--- src/rtl/adc_host_pkg.sv ---
package adc_host_pkg;
    typedef enum logic [2:0] {
        S_IDLE,
        S_LEAD,
        S_WAIT,
        S_LOW,
        S_HIGH,
        S_TAIL,
        S_DONE
    } host_state_t;

    typedef enum logic [1:0] {
        K_READ,
        K_SLEEP,
        K_WAKE
    } burst_kind_t;

    localparam int STATUS_W = 8;
    localparam int HDR_W    = 5;
    localparam logic [HDR_W-1:0] HDR_PAT = 5'b01111;
endpackage

--- src/rtl/adc_word_unpack.sv ---
module adc_word_unpack
    import adc_host_pkg::*;
#(
    parameter int SMP_W = 24,
    parameter int OUT_W = 32,
    localparam int FR_W = SMP_W + STATUS_W
) (
    input  logic [FR_W-1:0]  frame,
    output logic             hdr_ok,
    output logic             chan,
    output logic             osc,
    output logic             over,
    output logic [OUT_W-1:0] value
);
    assign hdr_ok = (frame[FR_W-1 -: HDR_W] == HDR_PAT);
    assign chan   = frame[SMP_W+2];
    assign osc    = frame[SMP_W+1];
    assign over   = frame[SMP_W];
    assign value  = {{(OUT_W-SMP_W){frame[SMP_W-1]}}, frame[SMP_W-1:0]};
endmodule

--- src/rtl/adc_serial_host.sv ---
module adc_serial_host
    import adc_host_pkg::*;
#(
    parameter int HALF  = 50,
    parameter int LEAD  = 10,
    parameter int TAIL  = 20,
    parameter int TO_W  = 24,
    parameter int SMP_W = 24,
    parameter int OUT_W = 32
) (
    input  logic             clk,
    input  logic             rst_n,
    input  logic             chan_req,
    input  logic             sleep_req,
    input  logic             wake_req,
    input  logic [TO_W-1:0]  to_limit,
    input  logic             adc_miso,
    output logic             adc_sclk,
    output logic             adc_csn,
    output logic             adc_chs,
    output logic             smp_valid,
    input  logic             smp_ready,
    output logic [OUT_W-1:0] smp_data,
    output logic             smp_chan,
    output logic             smp_over,
    output logic             smp_suspect,
    output logic             frame_err,
    output logic             timeout_err
);
    localparam int FR_W = SMP_W + STATUS_W;
    localparam int BW   = $clog2(FR_W);
    localparam int MAXP = (HALF > LEAD) ? ((HALF > TAIL) ? HALF : TAIL)
                                        : ((LEAD > TAIL) ? LEAD : TAIL);
    localparam int CW   = $clog2(MAXP + 1);
    localparam logic [CW-1:0] HALF_END = CW'(HALF - 1);
    localparam logic [CW-1:0] LEAD_END = CW'(LEAD - 1);
    localparam logic [CW-1:0] TAIL_END = CW'(TAIL - 1);

    host_state_t     state, state_nx;
    burst_kind_t     kind;
    logic [CW-1:0]   cnt;
    logic [TO_W-1:0] tocnt;
    logic [BW-1:0]   bitcnt, last_bit;
    logic [FR_W-1:0] shreg;
    logic            miso_m, miso_s, dozing, to_hit;
    logic            u_hdr_ok, u_chan, u_osc, u_over;
    logic [OUT_W-1:0] u_value;

    assign last_bit = (kind == K_READ) ? BW'(FR_W - 1) : BW'(STATUS_W - 1);
    assign to_hit   = (to_limit != '0) && (tocnt == to_limit - TO_W'(1));

    adc_word_unpack #(.SMP_W(SMP_W), .OUT_W(OUT_W)) u_unpack (
        .frame (shreg),
        .hdr_ok(u_hdr_ok),
        .chan  (u_chan),
        .osc   (u_osc),
        .over  (u_over),
        .value (u_value)
    );

    // state register
    always_ff @(posedge clk) begin
        if (!rst_n) state <= S_IDLE;
        else        state <= state_nx;
    end

    // next-state decode
    always_comb begin
        state_nx = state;
        unique case (state)
            S_IDLE: begin
                if (dozing) begin
                    if (wake_req) state_nx = S_LEAD;
                end else if (!smp_valid) begin
                    state_nx = S_LEAD;
                end
            end
            S_LEAD: if (cnt == LEAD_END) state_nx = (kind == K_WAKE) ? S_LOW : S_WAIT;
            S_WAIT: begin
                if (!miso_s)     state_nx = S_LOW;
                else if (to_hit) state_nx = S_IDLE;
            end
            S_LOW:  if (cnt == HALF_END) state_nx = S_HIGH;
            S_HIGH: if (cnt == HALF_END) state_nx = (bitcnt == last_bit) ? S_TAIL : S_LOW;
            S_TAIL: if (cnt == TAIL_END) state_nx = S_DONE;
            S_DONE: state_nx = S_IDLE;
            default: state_nx = S_IDLE;
        endcase
    end

    // pin outputs, registered from the next state
    always_ff @(posedge clk) begin
        if (!rst_n) begin
            adc_csn  <= 1'b1;
            adc_sclk <= 1'b0;
            adc_chs  <= 1'b0;
        end else begin
            adc_csn  <= !(state_nx inside {S_LEAD, S_WAIT, S_LOW, S_HIGH, S_TAIL});
            adc_sclk <= (state_nx == S_HIGH);
            adc_chs  <= chan_req;
        end
    end

    // datapath: timers, shifter, result and flags
    always_ff @(posedge clk) begin
        if (!rst_n) begin
            miso_m      <= 1'b1;
            miso_s      <= 1'b1;
            cnt         <= '0;
            tocnt       <= '0;
            bitcnt      <= '0;
            shreg       <= '0;
            kind        <= K_READ;
            dozing      <= 1'b0;
            smp_valid   <= 1'b0;
            smp_data    <= '0;
            smp_chan    <= 1'b0;
            smp_over    <= 1'b0;
            smp_suspect <= 1'b0;
            frame_err   <= 1'b0;
            timeout_err <= 1'b0;
        end else begin
            miso_m      <= adc_miso;
            miso_s      <= miso_m;
            frame_err   <= 1'b0;
            timeout_err <= 1'b0;
            cnt   <= (state_nx != state) ? '0 : cnt + CW'(1);
            tocnt <= (state == S_WAIT) ? tocnt + TO_W'(1) : '0;
            if (smp_valid && smp_ready) smp_valid <= 1'b0;
            unique case (state)
                S_IDLE: if (state_nx == S_LEAD) kind <= dozing ? K_WAKE : K_READ;
                S_LEAD: bitcnt <= '0;
                S_WAIT: begin
                    if (!miso_s && sleep_req) kind <= K_SLEEP;
                    if (miso_s && to_hit)     timeout_err <= 1'b1;
                end
                S_LOW:  if (cnt == HALF_END) shreg <= {shreg[FR_W-2:0], miso_s};
                S_HIGH: if (cnt == HALF_END) bitcnt <= bitcnt + BW'(1);
                S_TAIL: ;
                S_DONE: begin
                    unique case (kind)
                        K_READ: begin
                            if (u_hdr_ok) begin
                                smp_valid   <= 1'b1;
                                smp_data    <= u_value;
                                smp_chan    <= u_chan;
                                smp_over    <= u_over;
                                smp_suspect <= u_osc;
                            end else begin
                                frame_err <= 1'b1;
                            end
                        end
                        K_SLEEP: dozing <= 1'b1;
                        K_WAKE:  dozing <= 1'b0;
                        default: ;
                    endcase
                end
                default: ;
            endcase
        end
    end

    // checker: length of the current high phase
    logic [CW:0] hi_len;
    always_ff @(posedge clk) begin
        if (!rst_n)        hi_len <= '0;
        else if (adc_sclk) hi_len <= hi_len + (CW+1)'(1);
        else               hi_len <= '0;
    end

    a_r1_sclk_low_when_deselected: assert property (@(posedge clk) disable iff (!rst_n)
        adc_csn |-> !adc_sclk);
    a_r1_cs_moves_with_sclk_low: assert property (@(posedge clk) disable iff (!rst_n)
        (adc_csn != $past(adc_csn)) |-> (!adc_sclk && !$past(adc_sclk)));
    a_r1_high_phase_min: assert property (@(posedge clk) disable iff (!rst_n)
        $fell(adc_sclk) |-> (hi_len >= (CW+1)'(HALF)));
    a_r6_sample_held: assert property (@(posedge clk) disable iff (!rst_n)
        (smp_valid && !smp_ready) |=> (smp_valid && $stable(smp_data)));
    a_r4_bad_header_no_sample: assert property (@(posedge clk) disable iff (!rst_n)
        frame_err |-> !smp_valid);
    a_r9_timeout_releases_cs: assert property (@(posedge clk) disable iff (!rst_n)
        timeout_err |-> adc_csn);
endmodule

--- config.mk ---
export PLATFORM = sky130hd
export DESIGN_NAME = adc_serial_host
export DESIGN_NICKNAME = d
export VERILOG_FILES = /design/src/rtl/adc_host_pkg.sv /design/src/rtl/adc_word_unpack.sv /design/src/rtl/adc_serial_host.sv
export SDC_FILE = /design/constraint.sdc
export NUM_CORES = 1
export LEC_CHECK = 0
export CORE_ASPECT_RATIO = 0.75
export CORE_UTILIZATION = 50
export DETAILED_ROUTE_END_ITERATION = 6
export PLACE_DENSITY_LB_ADDON = 0.12
export RECOVER_POWER = 25
export SLEW_MARGIN = 10
export SYNTH_ARGS = -nofsm -noshare
export SYNTH_HDL_FRONTEND = slang
export SYNTH_SLANG_ARGS = --single-unit
--- constraint.sdc ---
create_clock -name clk -period 3.14 [get_ports clk]
set_clock_uncertainty 0.05 [all_clocks]
set_input_delay 0.785 -clock clk [delete_from_list [all_inputs] [get_ports clk]]
set_output_delay 0.785 -clock clk [all_outputs]
set_load 0.01 [all_outputs]
==> results.cfg, run 1 <==
[outcome]
status = finished, final reports clean

[place]
hpwlAfterDp_um = 9360
placedCellCount = 881
io_buffers = 71
gp_congestion = 0.887

[worst_setup_path]
critPathLaunch = to_limit[5]
crit_arrival_ns = 3.28
worstSetupPathType = primary input to register
r2r_setup_slack_ns = 0.33
cp-endpoint = timeout_err$_SDFF_PN0_
cp.required_ns = 3.39
r2r_end = cnt[0]$_SDFF_PP0_
worst-path-max-fanout = 6
cp-end-kind = register
r2r_cells = 9
rr_startpoint = kind[0]$_SDFFE_PN0P_
startpoint_type = primary input

[floorplan]
core_area_mm2 = 0.0104
die_x_um = 122
die_area_mm2 = 0.0112
die_h_um = 91.9
ios = 72
start_util_pct = 52.0
num_rows = 32

[synth]
ys_seq_elements = 108
synth_compound_area_share_pct = 15.9
yosys_warnings = 0
ys_types = 70
syn-num-nets = 696
synthSimpleGateAreaFrac_pct = 29.2
syn_area_mm2 = 0.00539
synth_top_family_by_area = simple AND/OR/NAND/NOR gates
ys_seq_area_share_pct = 40.1
synthMuxAreaShare_pct = 0.186
synth_xor_area_share_pct = 8.78
synth_edf_count = 0
synth_area_per_cell_um2 = 8.19
synth_ff_type = dfxtp_1
synth-adder-area-share_pct = 1.63
synthCells = 658
ys_async_sr_fraction_pct = 0

[global_route]
antenna_found_initial = 0
grt_max_degree = 59
grt_first_pass_wirelength_um = 21800
track_usage_pct = 24.5
grt_pass1_vias = 4605
overflow = 0

[finish]
most-common-layout-cells = nand2_1, dfxtp_1, clkdlybuf4s50_1
area_delta_synth_final_pct = 27.8
antenna_cells = 0
fillers = 864
fin_nets = 798
layout-drive-gt1-share_pct = 13.2
final_common_cell = nand2_1
final_cells = 901

[route]
drtAntennaViolNets = 0
first_pass_iters = 5
drc = 0
wl_per_cell_um = 14.5
vias = 4920
via_per_inst = 5.46
drt_iter0_drc = 294
wirelength_um = 13100

[timing]
tightestPinTransition_ns = 1.12
finalCritPeriodShare_pct = 96.5
finalSetupViolations = 0
hold_viol = 0
tns_ns = 0
clock.fmax_mhz = 330
layout_min_cycle_time_ns = 3.03
max_slew_margin_pct = 25.3
drv_slew = 0
rsz0062_at_grt = false

[clock_tree]
cts_root_buf = clkbuf_16
htree_num_levels = 3
clk_path_buf_depth = 2
cts_tree = built
path_clk_slew_ns = 0.08
clkSinkCount = 108
cts_made_buffers = 9
clock_latency_ns = 0.36

[power]
p_total_mw = 2.70
leakagePower_nw = 2.47
intPower_mw = 2.05
p_per_area_mw_per_mm2 = 392
clkPwrFrac_pct = 41.1
ir_worst_vdd_mv = 0.280
pwr-share-seq_pct = 51.2
swShare_pct = 24.2
p_switching_mw = 0.655
combPwrFrac_pct = 7.8

[worst_hold_path]
whs_path_depth = 1
hold_class = register to register
hp-start = miso_m$_SDFF_PN1_

[job]
maxCapViolations = 0
power groups by stage:
stage               logic, mW  clock network [mW]  registers (mW)
global placement        0.202                   0            1.41
CTS                     0.208                1.13            1.38
global route            0.227                1.19            1.38
detailed placement      0.205                   0            1.41
floorplan              0.0900                   0            1.41
finish                  0.210                1.11            1.38
timing repair:
action                     CTS  global route
pin swaps                    4            10
setup buffers                3             0
cloned                       1             0
setup endpoints to repair    9             9
hold buffers                 0             0
gates resized for setup      9            21
stage by stage:
step	setup WS, ns	util, %	instance area, um2	hold WS (ns)
5_1_grt	0.000203	66.4	6890	0.422
3_3_place_gp	-0.629	62.5	6480	0.349
6_report	0.109	66.4	6890	0.390
3_5_place_dp	-0.773	62.5	6480	0.361
2_1_floorplan	0.103	-	5390	0.336
4_1_cts	0.0113	65.9	6830	0.388
flip-flops by register name, indices dropped and copies added (netlist names), 2 cells and up:
name / flops
shreg: 32
smp_data: 24
tocnt: 24
cnt: 6
bitcnt: 5
state: 3
kind: 2
worst min path at each step:
stage / end / slack (ns)
6_report: miso_s$_SDFF_PN1_ / 0.39
5_1_grt: miso_s$_SDFF_PN1_ / 0.42
4_1_cts: miso_s$_SDFF_PN1_ / 0.39
3_5_place_dp: miso_s$_SDFF_PN1_ / 0.36
3_3_place_gp: miso_s$_SDFF_PN1_ / 0.35
2_1_floorplan: miso_s$_SDFF_PN1_ / 0.34
logic make-up after synthesis:
| family | count (synthesis) |
|---|---|
| flops | 108 |
| xor+xnor | 54 |
| simple gates | 314 |
| buf+inv | 49 |
| compound gates | 125 |
| mux | 1 |
| fa+ha+maj | 7 |
critical path, stage by stage:
cell             delay (ns)
clkdlybuf4s50_1        0.48
nor2_1                 0.07
buf_4                  0.13
buf_4                  0.14
a2111oi_0              0.43
a21oi_1                0.10
a2111oi_2              0.43
nand4_2                0.16
a211oi_4               0.25
buf_6                  0.16
and3_1                 0.13
routing by layer:
metal  share of wire [%]  GRT usage [%]  wire (um)
met5                   0              0          0
met4                0.93           5.25        122
met3                 4.2           5.04        546
met1                  51           35.5       6610
met2                  44           37.2       5790
cell usage after synthesis (all sizes together) (12+ instances only):
library cell / count / share of area, %
xor2: 33 / 5.4
o21ai: 13 / 1.2
a21boi: 44 / 6.1
or3: 16 / 2.0
nor3: 12 / 1.1
clkbuf: 26 / 2.0
dfxtp: 108 / 40
nand2: 141 / 9.8
xnor2: 21 / 3.4
inv: 13 / 0.91
a21oi: 34 / 3.2
nand3: 16 / 1.5
nor2: 50 / 3.5
and3: 13 / 1.5
final cells by class:
class | count | area (um2) | area share [%]
timing repair buffer | 126 | 1160 | 16.9
multi-input combinational | 501 | 3050 | 44.3
clock buffer | 9 | 225 | 3.27
clock inverter | 7 | 68.8 | 0.999
sequential | 108 | 2160 | 31.4
tap | 136 | 170 | 2.47
inverter | 14 | 52.6 | 0.763
Note: power is estimated with default switching activity, not from simulation.
==> inputs of run 2 (changes only) <==
--- a/constraint.sdc
+++ b/constraint.sdc
@@ -4,2 +4,2 @@
 set_output_delay 0.785 -clock clk [all_outputs]
-set_load 0.01 [all_outputs]
+set_load 0.02 [all_outputs]
==> run 2 against run 1 <==
Utilization unchanged. Clock-buffer cell count unchanged. Clock power about the same. Routed wire length about the same. Largest cell class unchanged. Critical path type unchanged. Sequential power about the same. Highest routed layer unchanged. Maximum frequency about the same. Sequential share of layout area unchanged. Critical endpoint unchanged.
==> results.cfg, run 2 (same netlist as run 1, synthesis figures left out) <==
[power]
intPower_mw = 2.05
p_per_area_mw_per_mm2 = 393
ir_worst_vdd_mv = 0.280
clkPwrFrac_pct = 41.1
leakagePower_nw = 2.46
combPwrFrac_pct = 7.8
swShare_pct = 24.3
p_switching_mw = 0.656
pwr-share-seq_pct = 51.1

[worst_hold_path]
whs_path_depth = 1
hold_class = register to register
hold_end = miso_s$_SDFF_PN1_
hp-start = miso_m$_SDFF_PN1_

[finish]
antenna_cells = 0
area_delta_synth_final_pct = 27.8
most-common-layout-cells = nand2_1, dfxtp_1, clkdlybuf4s50_1
regMostFlops = shreg
reg_top3 = shreg: 32 flops, smp_data: 24 flops, tocnt: 24 flops
largest_reg_flops = 32
finish.instance_area_mm2 = 0.00689
fin_util_pct = 66.4
final_common_cell = nand2_1
fin_nets = 798
layout-drive-gt1-share_pct = 13.2

[worst_setup_path]
crit_chain = clkdlybuf4s50_1 > nor2_1 > buf_4 > buf_4 > a2111oi_0 > a21oi_1 > a2111oi_2 > nand4_2 > a211oi_4 > buf_6 > and3_1
cp-end-kind = register
slowest_delay_ns = 0.48
path_common_cell = buf_4
r2r_end = cnt[0]$_SDFF_PP0_
rr_startpoint = kind[0]$_SDFFE_PN0P_
critPathSlowestCell = clkdlybuf4s50_1
path_buf_inv = 4
crit_arrival_ns = 3.28
crit_family = compound AO/OA/AOI/OAI gates
r2r_setup_slack_ns = 0.32
worst-path-max-fanout = 6
startpoint_type = primary input
critPathLaunch = to_limit[5]
worstSetupPathType = primary input to register
cp.required_ns = 3.39
r2r_cells = 9

[floorplan]
die_h_um = 91.9
ios = 72
start_util_pct = 52.0
die_x_um = 122
die_area_mm2 = 0.0112
core_area_mm2 = 0.0104
num_rows = 32

[clock_tree]
clk_path_buf_depth = 2
cts_hold_buf = 0
clock_latency_ns = 0.36
path_clk_slew_ns = 0.08
cts_root_buf = clkbuf_16
cts_made_buffers = 9
clkSinkCount = 108
htree_num_levels = 3
cts_tree = built

[outcome]
status = finished, final reports clean

[job]
maxCapViolations = 0

[place]
io_buffers = 71
hpwlAfterDp_um = 9360
place_area_mm2 = 0.00648
gp_congestion = 0.887

[route]
drc = 0
wirelength_um = 13100
drt_iter0_drc = 293
vias = 4917
via_per_inst = 5.46
drtAntennaViolNets = 0
wl_per_cell_um = 14.5
first_pass_iters = 5

[timing]
clock.fmax_mhz = 330
max_slew_margin_pct = 25.4
rsz0062_at_grt = false
finalSetupViolations = 0
hold_viol = 0
tightestPinTransition_ns = 1.12
finalCritPeriodShare_pct = 96.5
layout_min_cycle_time_ns = 3.03
drv_slew = 0

[global_route]
antenna_found_initial = 0
grt_pass1_vias = 4605
track_usage_pct = 24.5
overflow = 0
grt_max_degree = 59
grt_first_pass_wirelength_um = 21800
[run 2: cell types whose count changed in the layout (fill, tap and decap cells not counted)]
cell	change
dlygate4sd3_1	-3
clkdlybuf4s50_1	+3
[run 2: worst reg2reg max path, delay by kind of cell (launching register included)]
family	cells	cell delay (ns)
AO/OA/AOI/OAI	3	0.74
AND/OR/NAND/NOR	4	1.33
adder cells (fa/ha/maj)	1	0.23
buffers and inverters	1	0.06
flip-flops	1	0.34
[run 2: stage by stage]
stage | hold WS [ns] | power (mW) | worst slack (ns) | TNS, ns | std cells
6_report | 0.390 | 2.70 | 0.109 | 0 | 901
5_1_grt | 0.422 | 2.80 | 0.000203 | 0 | 901
4_1_cts | 0.388 | 2.72 | 0.0113 | 0 | 901
3_5_place_dp | 0.361 | 1.62 | -0.773 | -6.63 | 881
3_3_place_gp | 0.349 | 1.62 | -0.629 | -5.43 | 881
2_1_floorplan | 0.336 | 1.50 | 0.103 | 0 | 658
[run 2: power by group through the flow]
stage	clock network [mW]	logic, mW	registers [mW]
2_1_floorplan	0	0.0900	1.41
3_3_place_gp	0	0.203	1.41
3_5_place_dp	0	0.206	1.41
4_1_cts	1.13	0.209	1.38
5_1_grt	1.19	0.229	1.38
6_report	1.11	0.212	1.38
[run 2: timing repair]
action	CTS	global route
cloned	1	0
gates resized for setup	9	21
pin swaps	4	10
setup buffers	3	0
endpoints found under the setup margin	9	9
[run 2: how the worst max path moves through the flow]
stage,to,slack (ns),cells past startpoint
after floorplan,cnt[0]$_SDFF_PP0_,0.10,9
after global placement,cnt[1]$_SDFF_PP0_,-0.63,11
after detailed placement,cnt[1]$_SDFF_PP0_,-0.77,11
after CTS,cnt[0]$_SDFF_PP0_,0.01,9
after global routing,timeout_err$_SDFF_PN0_,0.0002,10
final,timeout_err$_SDFF_PN0_,0.11,11
[run 2: layout make-up]
cell class	instances	area [um2]
fill	864	3480
multi-input combinational	501	3050
sequential	108	2160
timing repair buffer	126	1160
clock buffer	9	225
tap	136	170
clock inverter	7	68.8
inverter	14	52.6
[run 2: metal layers]
metal / track usage [%] / vias up / part of all wire (%)
li1: - / 2463 / -
met4: 5.25 / 0 / 0.88
met3: 5.04 / 12 / 4.2
met2: 37.2 / 110 / 44
met5: 0 / - / 0
met1: 35.5 / 2332 / 51
